### config.mk
export PLATFORM = sky130hd
export DESIGN_NAME = hazard_ctrl
export DESIGN_NICKNAME = d
export VERILOG_FILES = /design/src/rtl/hazard_pkg.sv /design/src/rtl/hz_fwd_pick.sv /design/src/rtl/hz_stall_detect.sv /design/src/rtl/hz_preg_ctrl.sv /design/src/rtl/hazard_ctrl.sv
export SDC_FILE = /design/constraint.sdc
export NUM_CORES = 1
export LEC_CHECK = 0
export BUFFER_PORTS_ARGS = -buffer_cell sky130_fd_sc_hd__clkbuf_2
export CORE_ASPECT_RATIO = 0.9
export CORE_MARGIN = 5
export CORE_UTILIZATION = 26
export DETAILED_ROUTE_END_ITERATION = 8
export PLACE_DENSITY = 0.61
export SLEW_MARGIN = 30
export SYNTH_ARGS = -nofsm -noshare
export SYNTH_HDL_FRONTEND = slang
export SYNTH_SLANG_ARGS = --single-unit
### constraint.sdc
create_clock -name vclk -period 1.8
set_input_delay 0 -clock vclk [all_inputs]
set_output_delay 0 -clock vclk [all_outputs]
set_load 0.01 [all_outputs]
### src/rtl/hazard_pkg.sv
package hazard_pkg;

   typedef enum logic [1:0] {
      FWD_NONE = 2'd0,
      FWD_MID  = 2'd1,
      FWD_LATE = 2'd2
   } fwd_sel_e;

   typedef enum logic [1:0] {
      PR_RUN    = 2'd0,
      PR_BUBBLE = 2'd1,
      PR_HOLD   = 2'd2
   } preg_op_e;

   typedef enum logic [1:0] {
      NPC_SEQ    = 2'd0,
      NPC_BRANCH = 2'd1,
      NPC_JUMP   = 2'd2,
      NPC_JREG   = 2'd3
   } npc_sel_e;

endpackage

### src/rtl/hz_fwd_pick.sv
module hz_fwd_pick
   import hazard_pkg::*;
#(
   parameter int AW = 5
) (
   input  logic [AW-1:0] src_i,
   input  logic          bypass_i,
   input  logic          mid_wen_i,
   input  logic [AW-1:0] mid_rd_i,
   input  logic          late_wen_i,
   input  logic [AW-1:0] late_rd_i,
   output logic [1:0]    sel_o
);

   logic mid_hit;
   logic late_hit;

   assign mid_hit  = mid_wen_i  && (mid_rd_i  != '0) && (mid_rd_i  == src_i);
   assign late_hit = late_wen_i && (late_rd_i != '0) && (late_rd_i == src_i);

   always_comb begin
      if (bypass_i)      sel_o = FWD_NONE;
      else if (mid_hit)  sel_o = FWD_MID;
      else if (late_hit) sel_o = FWD_LATE;
      else               sel_o = FWD_NONE;
   end

endmodule

### src/rtl/hz_stall_detect.sv
module hz_stall_detect
   import hazard_pkg::*;
#(
   parameter int AW = 5
) (
   input  logic [AW-1:0] id_rs_i,
   input  logic [AW-1:0] id_rt_i,
   input  logic [1:0]    npc_sel_i,
   input  logic          idex_wen_i,
   input  logic [AW-1:0] idex_rd_i,
   input  logic          idex_load_i,
   input  logic          exmem_wen_i,
   input  logic [AW-1:0] exmem_rd_i,
   input  logic          exmem_load_i,
   output logic          stall_o
);

   logic use_rs, use_rt;
   logic idex_rs_hit, idex_rt_hit;
   logic ldmem_rs_hit, ldmem_rt_hit;
   logic load_use, ctrl_dep;

   // Operands read by the decode-stage comparator or jump target path
   assign use_rs = (npc_sel_i == NPC_BRANCH) || (npc_sel_i == NPC_JREG);
   assign use_rt = (npc_sel_i == NPC_BRANCH);

   assign idex_rs_hit = idex_wen_i && (idex_rd_i != '0) && (idex_rd_i == id_rs_i);
   assign idex_rt_hit = idex_wen_i && (idex_rd_i != '0) && (idex_rd_i == id_rt_i);

   assign ldmem_rs_hit = exmem_load_i && exmem_wen_i && (exmem_rd_i != '0) && (exmem_rd_i == id_rs_i);
   assign ldmem_rt_hit = exmem_load_i && exmem_wen_i && (exmem_rd_i != '0) && (exmem_rd_i == id_rt_i);

   // ALU consumer behind a load: one bubble
   assign load_use = idex_load_i && (idex_rs_hit || idex_rt_hit);

   // Decode-resolved consumer: wait for ID/EX result, and for loads until writeback
   assign ctrl_dep = (use_rs && (idex_rs_hit || ldmem_rs_hit)) ||
                     (use_rt && (idex_rt_hit || ldmem_rt_hit));

   assign stall_o = load_use || ctrl_dep;

endmodule

### src/rtl/hz_preg_ctrl.sv
module hz_preg_ctrl
   import hazard_pkg::*;
(
   input  logic       stall_i,
   input  logic [1:0] npc_sel_i,
   input  logic       br_taken_i,
   output logic [1:0] ifid_op_o,
   output logic [1:0] idex_op_o,
   output logic [1:0] exmem_op_o
);

   logic redirect;

   assign redirect = (npc_sel_i == NPC_JUMP) || (npc_sel_i == NPC_JREG) ||
                     ((npc_sel_i == NPC_BRANCH) && br_taken_i);

   always_comb begin
      ifid_op_o  = PR_RUN;
      idex_op_o  = PR_RUN;
      exmem_op_o = PR_RUN;
      if (stall_i) begin
         // stall before execute: hold PC and IF/ID, bubble into ID/EX
         ifid_op_o = PR_HOLD;
         idex_op_o = PR_BUBBLE;
      end else if (redirect) begin
         ifid_op_o = PR_BUBBLE;
      end
   end

endmodule

### src/rtl/hazard_ctrl.sv
module hazard_ctrl
   import hazard_pkg::*;
#(
   parameter int REG_AW = 5
) (
   input  logic [REG_AW-1:0] id_rs_i,
   input  logic [REG_AW-1:0] id_rt_i,
   input  logic [1:0]        id_npc_sel_i,
   input  logic              id_br_taken_i,
   input  logic              idex_wen_i,
   input  logic [REG_AW-1:0] idex_rd_i,
   input  logic              idex_load_i,
   input  logic [REG_AW-1:0] ex_rs_i,
   input  logic [REG_AW-1:0] ex_rt_i,
   input  logic              ex_a_shamt_i,
   input  logic              ex_b_imm_i,
   input  logic              exmem_wen_i,
   input  logic [REG_AW-1:0] exmem_rd_i,
   input  logic              exmem_load_i,
   input  logic [REG_AW-1:0] mem_st_rt_i,
   input  logic              memwb_wen_i,
   input  logic [REG_AW-1:0] memwb_rd_i,
   output logic [1:0]        id_a_sel_o,
   output logic [1:0]        id_b_sel_o,
   output logic [1:0]        ex_a_sel_o,
   output logic [1:0]        ex_b_sel_o,
   output logic              mem_st_sel_o,
   output logic [1:0]        ifid_op_o,
   output logic [1:0]        idex_op_o,
   output logic [1:0]        exmem_op_o
);

   localparam int NUM_OPS = 2;

   if (REG_AW < 2) begin : g_bad_aw
      $error("hazard_ctrl: REG_AW must be at least 2");
   end

   logic [REG_AW-1:0] dec_src [NUM_OPS];
   logic [REG_AW-1:0] ex_src  [NUM_OPS];
   logic              ex_byp  [NUM_OPS];
   logic [1:0]        dec_sel [NUM_OPS];
   logic [1:0]        ex_sel  [NUM_OPS];
   logic              stall;

   assign dec_src[0] = id_rs_i;
   assign dec_src[1] = id_rt_i;
   assign ex_src[0]  = ex_rs_i;
   assign ex_src[1]  = ex_rt_i;
   assign ex_byp[0]  = ex_a_shamt_i;
   assign ex_byp[1]  = ex_b_imm_i;

   for (genvar g = 0; g < NUM_OPS; g++) begin : g_op
      hz_fwd_pick #(.AW(REG_AW)) u_dec_pick (
         .src_i      (dec_src[g]),
         .bypass_i   (1'b0),
         .mid_wen_i  (exmem_wen_i),
         .mid_rd_i   (exmem_rd_i),
         .late_wen_i (memwb_wen_i),
         .late_rd_i  (memwb_rd_i),
         .sel_o      (dec_sel[g])
      );
      hz_fwd_pick #(.AW(REG_AW)) u_ex_pick (
         .src_i      (ex_src[g]),
         .bypass_i   (ex_byp[g]),
         .mid_wen_i  (exmem_wen_i),
         .mid_rd_i   (exmem_rd_i),
         .late_wen_i (memwb_wen_i),
         .late_rd_i  (memwb_rd_i),
         .sel_o      (ex_sel[g])
      );
   end

   assign id_a_sel_o = dec_sel[0];
   assign id_b_sel_o = dec_sel[1];
   assign ex_a_sel_o = ex_sel[0];
   assign ex_b_sel_o = ex_sel[1];

   // store data in the memory stage takes the value being written back
   assign mem_st_sel_o = memwb_wen_i && (memwb_rd_i != '0) && (memwb_rd_i == mem_st_rt_i);

   hz_stall_detect #(.AW(REG_AW)) u_stall (
      .id_rs_i      (id_rs_i),
      .id_rt_i      (id_rt_i),
      .npc_sel_i    (id_npc_sel_i),
      .idex_wen_i   (idex_wen_i),
      .idex_rd_i    (idex_rd_i),
      .idex_load_i  (idex_load_i),
      .exmem_wen_i  (exmem_wen_i),
      .exmem_rd_i   (exmem_rd_i),
      .exmem_load_i (exmem_load_i),
      .stall_o      (stall)
   );

   hz_preg_ctrl u_preg (
      .stall_i    (stall),
      .npc_sel_i  (id_npc_sel_i),
      .br_taken_i (id_br_taken_i),
      .ifid_op_o  (ifid_op_o),
      .idex_op_o  (idex_op_o),
      .exmem_op_o (exmem_op_o)
   );

endmodule

Word-level counts from Yosys, hierarchy flattened
Index checks and enable logic that the tools add are counted.

storage, ports and cells
  flip-flop bits (word level) = 0
  input port bits = 50

operators by class
  equality and inequality tests = 14
  multiplexer cells = 13
  reductions and logical operators = 33

operators by type and width
  kind                number
  $eq 5x5->1          11
  $logic_and 1x1->1   22
  $mux 2              11
  $reduce_bool 5->1   3
  $logic_or 1x1->1    8
  $eq 2x2->1 const B  2
  $eq 2x1->1 const B  1
  $mux 1              2

Longest topological paths before layout
  depth in word-level cells = 8
  mapped depth = 7
  mapped depth without buffers = 5

By module
From an unflattened synthesis, not the netlist that was laid out.

second synthesis, totals
  cells, all modules = 135
  area, all modules = 1007.2 µm²

modules (own cells, without submodules)
  module           times used  cells each  area an instance (µm²)  sequential area each (µm²)
  hz_fwd_pick      4           20          151.4                   0.0
  hz_stall_detect  1           36          271.5                   0.0
  hazard_ctrl      1           11          80.1                    0.0
  hz_preg_ctrl     1           8           50.0                    0.0

Least setup slack after synthesis
No wires, ideal clock.

  path type = in2out
  start = input port exmem_rd_i[3]
  end = output port idex_op_o[0]
  arrival = 1658 ps
  required time = 1800 ps
  setup slack = 142 ps
  cell stages on the path = 7
  path buffers = 2
  path through = buf_2 -> or4_1 -> o21a_1 -> and3_4 -> and3_4 -> or3_1 -> buf_4

between the ends
  longest elaborated chain between the ends = 8

RTL lines
  what                                  RTL line                                      text
  from (decl)                           hazard_ctrl.sv:18                             input logic [REG_AW-1:0] exmem_rd_i,
  $reduce_bool 5->1                     hz_stall_detect.sv:30, hz_stall_detect.sv:31
  $logic_and 1x1->1                     hz_stall_detect.sv:30, hz_stall_detect.sv:31
  $logic_and 1x1->1 (on tied branches)  hz_stall_detect.sv:30, hz_stall_detect.sv:31
  $logic_or 1x1->1 (on tied branches)   hz_stall_detect.sv:37, hz_stall_detect.sv:38
  $logic_and 1x1->1 (on tied branches)  hz_stall_detect.sv:37, hz_stall_detect.sv:38
  $logic_or 1x1->1 (*)                  hz_stall_detect.sv:37                         assign ctrl_dep = (use_rs && (idex_rs_hit || ldmem_rs_hit)) ||
  $logic_or 1x1->1 (*)                  hz_stall_detect.sv:40                         assign stall_o = load_use || ctrl_dep;
  named net stall                       hazard_ctrl.sv:44                             logic stall;
  $mux 1 (*)                            hz_preg_ctrl.sv:21                            if (stall_i) begin
  to (decl)                             hazard_ctrl.sv:29                             output logic [1:0] idex_op_o,

The timed path passes the listed nets; every way through them passes the cells marked *.

Worst setup path in the final report
  start = input port exmem_rd_i[0]
  end = output port ifid_op_o[1]

between the ends
  longest elaborated chain between the ends = 8

RTL lines
  what                                  RTL line                                      text
  $reduce_bool 5->1                     hz_stall_detect.sv:30, hz_stall_detect.sv:31
  $logic_and 1x1->1                     hz_stall_detect.sv:30, hz_stall_detect.sv:31
  $logic_and 1x1->1 (on tied branches)  hz_stall_detect.sv:30, hz_stall_detect.sv:31
  $logic_or 1x1->1 (on tied branches)   hz_stall_detect.sv:37, hz_stall_detect.sv:38
  $logic_and 1x1->1 (on tied branches)  hz_stall_detect.sv:37, hz_stall_detect.sv:38
  $logic_or 1x1->1 (*)                  hz_stall_detect.sv:37
  $logic_or 1x1->1 (*)                  hz_stall_detect.sv:40
  $mux 2 (*)                            hz_preg_ctrl.sv:21
  to (decl)                             hazard_ctrl.sv:28                             output logic [1:0] ifid_op_o,

Mark *: on every way between the ends. The rest lies on a longest branch, timed or not.

==> results by group <==
Yosys
  • Synthesized area: approximately 840 sq um
  • Library cells used by synthesis: 22
  • Yosys top cell area share: about a third
  • Synth warn: 0
  • Register area share after synthesis: 0%
  • Cell taking the most area after synthesis: xor2_1
  • Syn Inst Count: 110
  • Main area contributors after synthesis: xor2_1, xnor2_1, nor4_1
  • Post-synthesis average cell area: about 7.6 sq um

Cells and area
  • Share of cells above drive strength 1: approximately 43%
  • Final core occ: 37.2%
  • Synth-to-layout area growth: 36.8%
  • Antenna fix cells: 0
  • Clk_buf instances: 0
  • # fillers: roughly 350
  • Sequential cell count: 0
  • Sequential cell area: 0 sq um
  • Area of the multi-input gates: 748 sq um
  • Post-layout net count: 214

Die
  • Core area: around 3100 sq um
  • Die W: 69.9 microns
  • Die Height: 63.9 microns
  • Die area: 4470 sq um
  • FP Rows: 19
  • Initial Util: a little over a quarter
  • Ports: between 60 and 70

GRT
  • Largest net degree at the start of global routing: 7
  • Initial antenna violation count: 0
  • Total GRT Usage: 11.6%
  • Global-route wire length before repair: approximately 4400 microns
  • Vias in the first global route: 958
  • Congestion Overflow GR: 0

Routing
  • Final ANT Viol Nets: 0
  • Initial DRC count: 19
  • Drt wl/cell: 13.4 microns
  • DRC Markers: 0
  • Vias/cell: approximately 4.5
  • Routed wire length: 2740 microns
  • First-pass DRT Iterations: 4
  • Via count: between 900 and 1000

Timing
  • Fin. Hold Viols: 0
  • Fin crit share: roughly 93%
  • Final setup fails: 0
  • RSZ-0062 raised after global routing: false
  • Max-slew violations: 0
  • Highest clock rate: approximately 600 MHz
  • Sum Neg Setup Slack: 0 ps
  • Crit path time final: 1680 ps

Worst setup path
  • CP Class: primary input to primary output
  • Critical Path Source Type: primary input
  • WP buf/inv: 2
  • Max FO, Critical Path: 4
  • CP endpoint kind: primary output
  • Top delay family on crit path: simple AND/OR/NAND/NOR gates
  • Worst path max stage delay: 510 ps
  • WP data required: about 1800 ps
  • Crit-path cells: clkbuf_2, or4_1, o21a_1, and3_4, and3_4, or3_1, clkbuf_2
  • Slowest cell on crit path: or4_1
  • Arrival time at the worst endpoint: between 1500 and 2000 ps

Power
  • Power per cell area: 217 nW/um^2
  • VDD IR max: 0.0575 mV
  • Tot Pwr: between 200 and 250 uW
  • Leak Pwr: between 0.5 and 0.6 nW

Status
  • Outcome: completed

Place
  • PortBufs: a little over 60
  • Dpl hpwl: 2420 microns
  • RD Place Congestion: between 0.8 and 0.9

Clock tree
  • Post-CTS sizing: 0
  • Hold-fix buffers, CTS: 0
  • Post CTS Setup Buffer Count: 0

Min path
  • Hold/Removal Path Class: primary input to primary output

Job
  • Max Cap Viol: 0
power breakdown:
| part | total, mW | leakage, nW | switching [mW] | internal (mW) |
|---|---|---|---|---|
| sequential | 0 | 0 | 0 | 0 |
| clock | 0 | 0 | 0 | 0 |
| combinational | 0.249 | 0.535 | 0.125 | 0.124 |
| total | 0.249 | 0.535 | 0.125 | 0.124 |
stage by stage:
| stage | cell area (sq um) | cells | hold WS [ps] | setup slack, ps |
|---|---|---|---|---|
| 6_report | 1150 | 204 | 258 | 118 |
| 5_1_grt | 1150 | 204 | 283 | 47.3 |
| 2_1_floorplan | 847 | 112 | 54.1 | 142 |
| 3_3_place_gp | 1150 | 204 | 265 | 113 |
| 4_1_cts | 1150 | 204 | 266 | 115 |
| 3_5_place_dp | 1150 | 204 | 265 | 116 |
path summary, 6_finish.rpt:
path           from       endpoint  slack (ps)  cells past startpoint
max   exmem_rd_i[0]   ifid_op_o[1]         120                      7
min      ex_b_imm_i  ex_b_sel_o[0]         260                      3
Yosys cell counts:
cell type / number
xor2_1: 32
xnor2_1: 23
nor4_1: 10
clkbuf_1: 8
buf_4: 7
or4_1: 5
nand4_1: 4
nand3_1: 3
a21oi_1: 2
and3_4: 2
nor3_1: 2
o31a_1: 2
and4_4: 1
and4b_1: 1
buf_2: 1
buf_6: 1
conb_1: 1
nand2b_1: 1
o21a_1: 1
o21ai_1: 1
o221ai_1: 1
or3_1: 1
metal layers:
layer / global-route usage, % / vias up / wire (microns)
met2: 18.9 / 42 / 1150
met1: 16.5 / 399 / 1310
met5: 0 / - / 0
li1: - / 477 / -
met3: 3.13 / 0 / 271
met4: 0 / 0 / 0
final cells by class:
cell class / instances / share of cell area, %
timing repair buffer: 67 / 30.3
tap: 42 / 4.58
multi-input combinational: 95 / 65.1
cell usage in the layout, fill, tap and decap left out, types with 3 or more instances in the layout:
master / count
buf_4: 5
clkbuf_2: 62
conb_1: 3
nand3_1: 3
nor4_1: 10
xnor2_1: 23
nand4_1: 4
xor2_1: 32
or4_1: 5
cells by family after synthesis:
group	share of synthesized area, %
AND/OR/NAND/NOR	24.6
buffers and inverters	11.8
XOR/XNOR	57.4
other	0.447
AO/OA/AOI/OAI	5.81
Note: power is estimated with default switching activity, not from simulation.
